==> src/rtl/cfc_pkg.sv <==
package cfc_pkg;
  localparam logic [7:0] OP_REG_WR  = 8'hAA;
  localparam logic [7:0] OP_REG_RD  = 8'hBB;
  localparam logic [7:0] OP_ALU_OPS = 8'hCC;
  localparam logic [7:0] OP_ALU_FUN = 8'hDD;

  typedef enum logic [3:0] {
    ST_IDLE,
    ST_WR_ADDR,
    ST_WR_DATA,
    ST_RD_ADDR,
    ST_RD_WAIT,
    ST_OPA,
    ST_OPB,
    ST_FUN,
    ST_ALU_WAIT,
    ST_PUSH
  } state_e;
endpackage

==> src/rtl/cfc_decoder.sv <==
module cfc_decoder
  import cfc_pkg::*;
#(
  parameter int ADDR_W = 4,
  parameter int FUN_W  = 4,
  parameter int ALU_W  = 16,
  localparam int RESP_BYTES = ALU_W / 8,
  localparam int CNT_W = $clog2(RESP_BYTES + 1)
) (
  input  logic              clk_i,
  input  logic              rst_ni,
  input  logic [7:0]        rx_data_i,
  input  logic              rx_valid_i,
  output logic [ADDR_W-1:0] rf_addr_o,
  output logic [7:0]        rf_wdata_o,
  output logic              rf_wr_en_o,
  output logic              rf_rd_en_o,
  input  logic [7:0]        rf_rdata_i,
  input  logic              rf_rvalid_i,
  output logic              alu_en_o,
  output logic [FUN_W-1:0]  alu_fun_o,
  input  logic [ALU_W-1:0]  alu_res_i,
  input  logic              alu_valid_i,
  output logic              alu_clk_en_o,
  output logic              load_o,
  output logic [CNT_W-1:0]  load_cnt_o,
  output logic [ALU_W-1:0]  load_data_o,
  input  logic              push_busy_i
);
  state_e              state_q;
  logic [ADDR_W-1:0]   addr_q;
  logic [7:0]          wdata_q;
  logic                wr_q, rd_q, load_q;
  logic [FUN_W-1:0]    fun_q;
  logic [CNT_W-1:0]    load_cnt_q;
  logic [ALU_W-1:0]    load_data_q;

  always_ff @(posedge clk_i or negedge rst_ni) begin
    if (!rst_ni) begin
      state_q     <= ST_IDLE;
      addr_q      <= '0;
      wdata_q     <= '0;
      wr_q        <= 1'b0;
      rd_q        <= 1'b0;
      load_q      <= 1'b0;
      fun_q       <= '0;
      load_cnt_q  <= '0;
      load_data_q <= '0;
    end else begin
      wr_q   <= 1'b0;
      rd_q   <= 1'b0;
      load_q <= 1'b0;
      unique case (state_q)
        ST_IDLE: if (rx_valid_i) begin
          unique case (rx_data_i)
            OP_REG_WR:  state_q <= ST_WR_ADDR;
            OP_REG_RD:  state_q <= ST_RD_ADDR;
            OP_ALU_OPS: state_q <= ST_OPA;
            OP_ALU_FUN: state_q <= ST_FUN;
            default:    state_q <= ST_IDLE; // unknown opcode dropped
          endcase
        end
        ST_WR_ADDR: if (rx_valid_i) begin
          addr_q  <= rx_data_i[ADDR_W-1:0];
          state_q <= ST_WR_DATA;
        end
        ST_WR_DATA: if (rx_valid_i) begin
          wdata_q <= rx_data_i;
          wr_q    <= 1'b1;
          state_q <= ST_IDLE;
        end
        ST_RD_ADDR: if (rx_valid_i) begin
          addr_q  <= rx_data_i[ADDR_W-1:0];
          rd_q    <= 1'b1;
          state_q <= ST_RD_WAIT;
        end
        ST_RD_WAIT: if (rf_rvalid_i) begin
          load_q      <= 1'b1;
          load_cnt_q  <= CNT_W'(1);
          load_data_q <= {{(ALU_W-8){1'b0}}, rf_rdata_i};
          state_q     <= ST_PUSH;
        end
        ST_OPA: if (rx_valid_i) begin
          addr_q  <= ADDR_W'(0);
          wdata_q <= rx_data_i;
          wr_q    <= 1'b1;
          state_q <= ST_OPB;
        end
        ST_OPB: if (rx_valid_i) begin
          addr_q  <= ADDR_W'(1);
          wdata_q <= rx_data_i;
          wr_q    <= 1'b1;
          state_q <= ST_FUN;
        end
        ST_FUN: if (rx_valid_i) begin
          fun_q   <= rx_data_i[FUN_W-1:0];
          state_q <= ST_ALU_WAIT;
        end
        ST_ALU_WAIT: if (alu_valid_i) begin
          load_q      <= 1'b1;
          load_cnt_q  <= CNT_W'(RESP_BYTES);
          load_data_q <= alu_res_i;
          state_q     <= ST_PUSH;
        end
        ST_PUSH: if (!load_q && !push_busy_i) state_q <= ST_IDLE;
        default: state_q <= ST_IDLE;
      endcase
    end
  end

  assign rf_addr_o    = addr_q;
  assign rf_wdata_o   = wdata_q;
  assign rf_wr_en_o   = wr_q;
  assign rf_rd_en_o   = rd_q;
  assign alu_en_o     = (state_q == ST_ALU_WAIT);
  assign alu_clk_en_o = (state_q == ST_ALU_WAIT);
  assign alu_fun_o    = fun_q;
  assign load_o       = load_q;
  assign load_cnt_o   = load_cnt_q;
  assign load_data_o  = load_data_q;
endmodule

==> src/rtl/cfc_tx_push.sv <==
module cfc_tx_push #(
  parameter int ALU_W = 16,
  localparam int RESP_BYTES = ALU_W / 8,
  localparam int CNT_W = $clog2(RESP_BYTES + 1)
) (
  input  logic             clk_i,
  input  logic             rst_ni,
  input  logic             load_i,
  input  logic [CNT_W-1:0] load_cnt_i,
  input  logic [ALU_W-1:0] load_data_i,
  input  logic             fifo_full_i,
  output logic             busy_o,
  output logic [7:0]       fifo_wdata_o,
  output logic             fifo_wr_en_o
);
  logic [CNT_W-1:0] cnt_q;
  logic [ALU_W-1:0] shift_q;
  logic             push;

  assign push = (cnt_q != '0) && !fifo_full_i;

  always_ff @(posedge clk_i or negedge rst_ni) begin
    if (!rst_ni) begin
      cnt_q   <= '0;
      shift_q <= '0;
    end else if (load_i) begin
      cnt_q   <= load_cnt_i;
      shift_q <= load_data_i;
    end else if (push) begin
      cnt_q   <= cnt_q - CNT_W'(1);
      shift_q <= shift_q >> 8;
    end
  end

  assign busy_o       = (cnt_q != '0);
  assign fifo_wr_en_o = push;
  assign fifo_wdata_o = push ? shift_q[7:0] : 8'h00;
endmodule

==> src/rtl/cmd_frame_ctrl.sv <==
module cmd_frame_ctrl #(
  parameter int ADDR_W = 4,
  parameter int FUN_W  = 4,
  parameter int ALU_W  = 16,
  localparam int RESP_BYTES = ALU_W / 8,
  localparam int CNT_W = $clog2(RESP_BYTES + 1)
) (
  input  logic              clk_i,
  input  logic              rst_ni,
  input  logic [7:0]        rx_data_i,
  input  logic              rx_valid_i,
  output logic [ADDR_W-1:0] rf_addr_o,
  output logic [7:0]        rf_wdata_o,
  output logic              rf_wr_en_o,
  output logic              rf_rd_en_o,
  input  logic [7:0]        rf_rdata_i,
  input  logic              rf_rvalid_i,
  output logic              alu_en_o,
  output logic [FUN_W-1:0]  alu_fun_o,
  input  logic [ALU_W-1:0]  alu_res_i,
  input  logic              alu_valid_i,
  output logic              alu_clk_en_o,
  output logic [7:0]        fifo_wdata_o,
  output logic              fifo_wr_en_o,
  input  logic              fifo_full_i
);
  logic             load;
  logic [CNT_W-1:0] load_cnt;
  logic [ALU_W-1:0] load_data;
  logic             push_busy;

  cfc_decoder #(.ADDR_W(ADDR_W), .FUN_W(FUN_W), .ALU_W(ALU_W)) u_dec (
    .clk_i, .rst_ni, .rx_data_i, .rx_valid_i,
    .rf_addr_o, .rf_wdata_o, .rf_wr_en_o, .rf_rd_en_o, .rf_rdata_i, .rf_rvalid_i,
    .alu_en_o, .alu_fun_o, .alu_res_i, .alu_valid_i, .alu_clk_en_o,
    .load_o(load), .load_cnt_o(load_cnt), .load_data_o(load_data),
    .push_busy_i(push_busy)
  );

  cfc_tx_push #(.ALU_W(ALU_W)) u_push (
    .clk_i, .rst_ni,
    .load_i(load), .load_cnt_i(load_cnt), .load_data_i(load_data),
    .fifo_full_i, .busy_o(push_busy),
    .fifo_wdata_o, .fifo_wr_en_o
  );
endmodule

==> config.mk <==
export PLATFORM = sky130hd
export DESIGN_NAME = cmd_frame_ctrl
export DESIGN_NICKNAME = d
export VERILOG_FILES = /design/src/rtl/cfc_pkg.sv /design/src/rtl/cfc_decoder.sv /design/src/rtl/cfc_tx_push.sv /design/src/rtl/cmd_frame_ctrl.sv
export SDC_FILE = /design/constraint.sdc
export NUM_CORES = 1
export LEC_CHECK = 0
export ABC_AREA = 1
export BUFFER_PORTS_ARGS = -buffer_cell sky130_fd_sc_hd__clkbuf_2
export CAP_MARGIN = 20
export CELL_PAD_IN_SITES_DETAIL_PLACEMENT = 0
export CELL_PAD_IN_SITES_GLOBAL_PLACEMENT = 1
export CORE_UTILIZATION = 35
export CTS_CLUSTER_DIAMETER = 60
export DETAILED_ROUTE_END_ITERATION = 6
export PLACE_DENSITY_LB_ADDON = 0.1
export SLEW_MARGIN = 20
export SYNTH_ARGS = -nofsm -noshare
export SYNTH_HDL_FRONTEND = slang
export SYNTH_SLANG_ARGS = --single-unit
==> constraint.sdc <==
create_clock -name clk_i -period 1.2 [get_ports clk_i]
set_input_delay 0.12 -clock clk_i [delete_from_list [all_inputs] [get_ports clk_i]]
set_output_delay 0.12 -clock clk_i [all_outputs]
set_load 0.1 [all_outputs]
# --- Yosys cells after proc, flatten, opt, wreduce, memory -nomap -nowiden ---
# Cells that the tools add are included.
op_classes:
  add_sub_neg: 1
  n_eq_ne: 24
  muxes: 32
  n_reduce_logical: 17
op_table:
  columns: ["operator", "count"]
  rows:
  - ["2-to-1 mux 16 bit", 4]
  - ["2-to-1 mux 4 bit", 12]
  - ["case mux 4 bit (10 select lines)", 1]
  - ["equality test 8 bit, second input constant", 4]
  - ["case mux 16 bit (2 select lines)", 1]
  - ["!= test 2 bit, second input constant", 9]
  - ["equality test 4 x 3 -> 1 bit, second input constant", 4]
  - ["case mux 3 bit (4 select lines)", 1]
  - ["case mux 4 bit (3 select lines)", 1]
  - ["AND reduction 10 bit", 1]
  - ["equality test 4 x 2 -> 1 bit, second input constant", 2]
  - ["equality test 4 bit, second input constant", 2]
  - ["2-to-1 mux 2 bit", 4]
  - ["2-to-1 mux 8 bit", 1]
  - ["nonzero test 2 bit", 3]
  - ["2-to-1 mux 1 bit", 5]
  - ["equality test 4 x 1 -> 1 bit, second input constant", 1]
  - ["zero test 4 bit", 1]
  - ["!= test 2 x 1 -> 1 bit, second input constant", 2]
  - ["case mux 2 bit (2 select lines)", 1]
  - ["AND reduction 2 bit", 2]
  - ["AND reduction 4 bit", 1]
  - ["zero test 1 bit", 3]
  - ["AND reduction 3 bit", 1]
  - ["other kinds (6)", 7]
word_totals:
  reg_bits: 59
  in_bits: 38
  out_inout_bits: 29
  word_cells: 85

# --- Logic depth before layout (Yosys ltp) ---
logic_depth:
  depth_word: 5
  ltp_mapped: 9

# --- Cells and area by module ---
# Synthesis repeated with hierarchy kept, for this count alone.
unflattened:
  cells_unflattened: 383
  hier_area_um2: 2902.8
modules_own_cells:
  columns: ["module", "instances", "cells_each", "area_each_um2", "seq_area_each_um2"]
  rows:
  - ["cfc_decoder", 1, 262, 2005.7, 1026.0]
  - ["cfc_tx_push", 1, 121, 897.1, 450.4]

# --- Least setup slack after synthesis ---
# Ideal clock, no wire load.
synth_path:
  kind: "register -> output"
  from: "reg u_push.cnt_q[0]"
  to: "out fifo_wdata_o[0]"
  arrival_time_ns: 2.734
  required_ns: 1.080
  setup_slack_ns: -1.654
  stages_incl_launch_ff: 7
  n_path_buf: 1
  path_cell_list: "dfrtp_1 inv_1 ha_1 nor2_1 buf_2 inv_1 nor2_1"
synth_via:
  elab_chain_cells: 3
synth_lines:
  columns: ["item", "line", "text"]
  rows:
  - ["from (decl)", "cfc_tx_push.sv:16", "logic [CNT_W-1:0] cnt_q;"]
  - ["from (signal assigned)", "cfc_tx_push.sv:27", "cnt_q <= load_cnt_i;"]
  - ["from (signal assigned)", "cfc_tx_push.sv:30", "cnt_q <= cnt_q - CNT_W'(1);"]
  - ["nonzero test 2 bit", "cfc_tx_push.sv:20", "assign push = (cnt_q != '0) && !fifo_full_i;"]
  - ["logical AND 1 bit", "cfc_tx_push.sv:20", null]
  - ["net fifo_wr_en_o", "cmd_frame_ctrl.sv:24", "output logic fifo_wr_en_o,"]
  - ["2-to-1 mux 8 bit", "cfc_tx_push.sv:37", "assign fifo_wdata_o = push ? shift_q[7:0] : 8'h00;"]
  - ["to (decl)", "cmd_frame_ctrl.sv:23", "output logic [7:0] fifo_wdata_o,"]
# The timed path passes the listed nets, and every way through them passes these cells.

# --- Worst setup path in the final report ---
layout_path:
  from: "reg u_push.cnt_q[0]"
  to: "out fifo_wdata_o[6]"
layout_via:
  elab_chain_cells: 3
layout_lines:
  columns: ["item", "line"]
  rows:
  - ["nonzero test 2 bit", "cfc_tx_push.sv:20"]
  - ["logical AND 1 bit", "cfc_tx_push.sv:20"]
  - ["2-to-1 mux 8 bit", "cfc_tx_push.sv:37"]
# No other way between the ends.

==> impl_metrics.ini <==
[outcome]
outcome = finished with violations
violations = setup timing

[sta]
finalHoldViolations = 0
slew_viol_final = 0
timing.final.crit_share_pct = 140
slew_headroom_pct = 78.4
min_period_ns = 1.67
fin_ws_ns = -0.475
fmax_mhz = 597
rsz0062_at_grt = true
worst_slew_pin_slew_ns = 0.324
setup_viol = 69
worst_clock_skew_ns = 0.00642

[routing]
ant_nets = 0
first_iter_violations = 107
detail_route.wl_per_cell_microns = 13.5
drc = 0
drtPass1Iterations = 4
num_vias = 2695
wl_microns = 7780
via_per_inst = 4.67

[critical_path]
path_class = reg -> out
start_kind = register
slowest_delay_ns = 0.35
arrival_ns = 1.55
crit_chain = inv_2 > ha_4 > nor2_4 > clkinvlp_4 > buf_12 > nor2_4 > buf_12
cp-end-kind = output port
required_ns = 1.08
reg2reg_depth = 9
cp_max_fo = 8
critPathSlowestCell = dfrtp_1

[clock_network]
cts_buffers = 9
clk_pin_slew_ns = 0.07
clock-sinks = 59
htreeDepth = 3
cts_root_buf = clkbuf_8
cts_tree = done
clk_latency_ns = 0.33
cts_buffer_depth = 2

[floorplanning]
die_w_microns = 90.7
rows = 31
die_h_microns = 90.7
core_area_sq_mm = 0.00745
io_pins = 67
die_area_sq_mm = 0.00823
floorplan.initialDensity_pct = 37.0

[placement]
place_area_sq_mm = 0.00399
globalplace.congestion = 0.781
place_hpwl_microns = 4970
portBuffers = 66

[yosys]
syn-instance-count = 340
syn-num-nets = 379
syn-cell-area_sq_mm = 0.00275
ys_ff_latch = 59
yosys.area.top_type_share_pct = 53.6
yosysSeqAreaShare_pct = 53.6
syn_area_per_cell_sq_um = 8.10
synth_top_area_cell = dfrtp_1
ys_warn_count = 0
synth_area_leaders = dfrtp_1 (54%), nand2_1 (16%), inv_1 (5.3%)
ys_types = 24

[power_and_ir_drop]
netSwitchingFraction_pct = 46.5
pwr-share-comb_pct = 59.2
clkPwrFrac_pct = 14.0
power_mw = 12.3
p_leak_nw = 2.44
powerDensity_mw_per_mm2 = 2410
max-vdd-ir-drop_uv = 2100
power_frac_seq_pct = 26.8
p_sw_mw = 5.73
power.internal_mw = 6.59

[layout]
drive_gt1_share_pct = 57.9
antennaDiodeCount = 0
fin_area_sq_mm = 0.00512
area_growth_pct = 85.8
nets = 512

[global_route]
grt_pass1_vias = 2799
grt_overflow = 0
grt_usage_pct = 20.5
grt_max_degree = 60
antenna_found_initial = 0
grt_pass1_wl_microns = 13200

[hold_path]
hold_depth = 3
min_path_type = in -> reg

[run]
cap_violations = 0
[cell usage after synthesis]
library cell and number:
nand2_1 120, dfrtp_1 59, inv_1 39, o21ai_0 28, nor2_1 26, nand3_1 21
o211ai_1 8, o21ai_2 6, inv_2 5, nand2_2 5, a21oi_1 4, nor2_2 3
buf_2 2, buf_6 2, clkbuf_1 2, nand2_4 2, buf_4 1, buf_8 1
ha_1 1, inv_4 1, nand3_2 1, nor2_4 1, nor3_1 1, or2_2 1
[cells by family after synthesis]
kind of cell	after synthesis	synth area share, %
DFF	59	53.6
adders and majority gates	1	0.454
buffers and inverters	53	8.50
and+or+nand+nor	181	27.5
AOI/OAI and AO/OA	46	9.90
[power by group through the flow]
stage	Sequential [mW]	Combinational (mW)	Clock, mW
after global placement	3.23	5.74	0
after floorplan	4.39	2.48	0
final	3.30	7.29	1.73
after global routing	3.37	7.72	1.84
after CTS	3.26	7.00	1.75
after detailed placement	3.23	5.78	0
[metrics by stage]
stage                     hold WS (ns)  setup WS, ns  TNS, ns  util, %  instances
after CTS                      0.00174        -0.482   -13.26     66.5        577
after global routing           0.00308        -0.530   -16.02     68.7        577
after global placement           0.156        -0.222    -5.76     53.5        523
final                          0.00876        -0.475   -11.81     68.7        577
after floorplan                 -0.176        -0.716    -9.04        -        340
after detailed placement         0.159        -0.229    -7.00     53.5        523
[final timing paths]
kind                                                       start  slack, ns                           endpoint
worst min-delay path                                alu_res_i[5]      0.009   u_dec.load_data_o[5]$_DFFE_PN0P_
min in group asynchronous                                 rst_ni       0.33  u_dec.load_data_o[13]$_DFFE_PN0P_
max in group asynchronous                                 rst_ni       0.58       u_dec.state_q[1]$_DFFE_PN0P_
worst min register to register  u_dec.load_data_o[0]$_DFFE_PN0P_       0.50   u_dec.load_data_o[0]$_DFFE_PN0P_
worst max-delay path                 u_push.cnt_q[0]$_DFFE_PN0P_      -0.47                    fifo_wdata_o[6]
worst max register to register      u_dec.state_q[3]$_DFFE_PN0P_      -0.26    u_dec.rf_wdata_o[0]$_DFFE_PN0P_
[routing by layer]
metal / GRT usage, % / wire [microns]
met5: 0 / 0
met4: 9.01 / 225
met3: 4.38 / 264
met2: 35.7 / 4110
met1: 24.0 / 3180
[sequential cells by signal (all words and copies together), names as in the netlist, 2 cells and up]
register and cells:
u_dec.alu_fun_o 4, u_dec.load_cnt_o 2, u_dec.load_data_o 16, u_dec.rf_addr_o 4, u_dec.rf_wdata_o 8, u_dec.state_q 4
u_push.cnt_q 2, u_push.shift_q 16
[cells in the final DEF, fill, tap and decap left out, types with 2 or more instances in the layout]
cell type / n
nand3_4: 4
o21ai_1: 11
a21oi_2: 2
buf_8: 3
dfrtp_2: 3
buf_4: 19
buf_12: 34
o21ai_0: 3
o21ai_2: 20
nor2_1: 8
nand3_2: 17
nor2_2: 4
nand2_8: 3
nor2_4: 18
dfrtp_1: 56
o211ai_1: 8
clkinvlp_4: 3
nand2_2: 42
nand2_1: 66
inv_1: 31
inv_2: 8
buf_6: 20
dlygate4sd3_1: 16
nand2_4: 16
clkbuf_8: 11
clkinv_4: 2
clkbuf_2: 37
inv_8: 2
[what timing repair did]
action / 4_1_cts / 5_1_grt
hold buffers: 15 / 1
endpoints found under the hold margin: 70 / 1
buffers inserted: 22 / 3
pin swaps: 33 / 25
resized for setup: 118 / 61
setup endpoints to repair: 64 / 69
gates cloned: 1 / 0
[critical path, delay by kind of cell (launching register included)]
kind | cells | cell delay [ns]
buffers and inverters | 4 | 0.51
DFF | 1 | 0.35
and+or+nand+nor | 2 | 0.21
adders and majority gates | 1 | 0.16
[cell type report]
| cell class | instances | area [sq um] |
|---|---|---|
| inverter | 45 | 215 |
| timing repair buffer | 130 | 1470 |
| fill | 586 | 2330 |
| sequential | 59 | 1480 |
| clock buffer | 11 | 151 |
| clock inverter | 5 | 37.5 |
| multi-input combinational | 228 | 1640 |
| tap | 99 | 124 |
No activity file was read; power rests on OpenSTA's default activity.
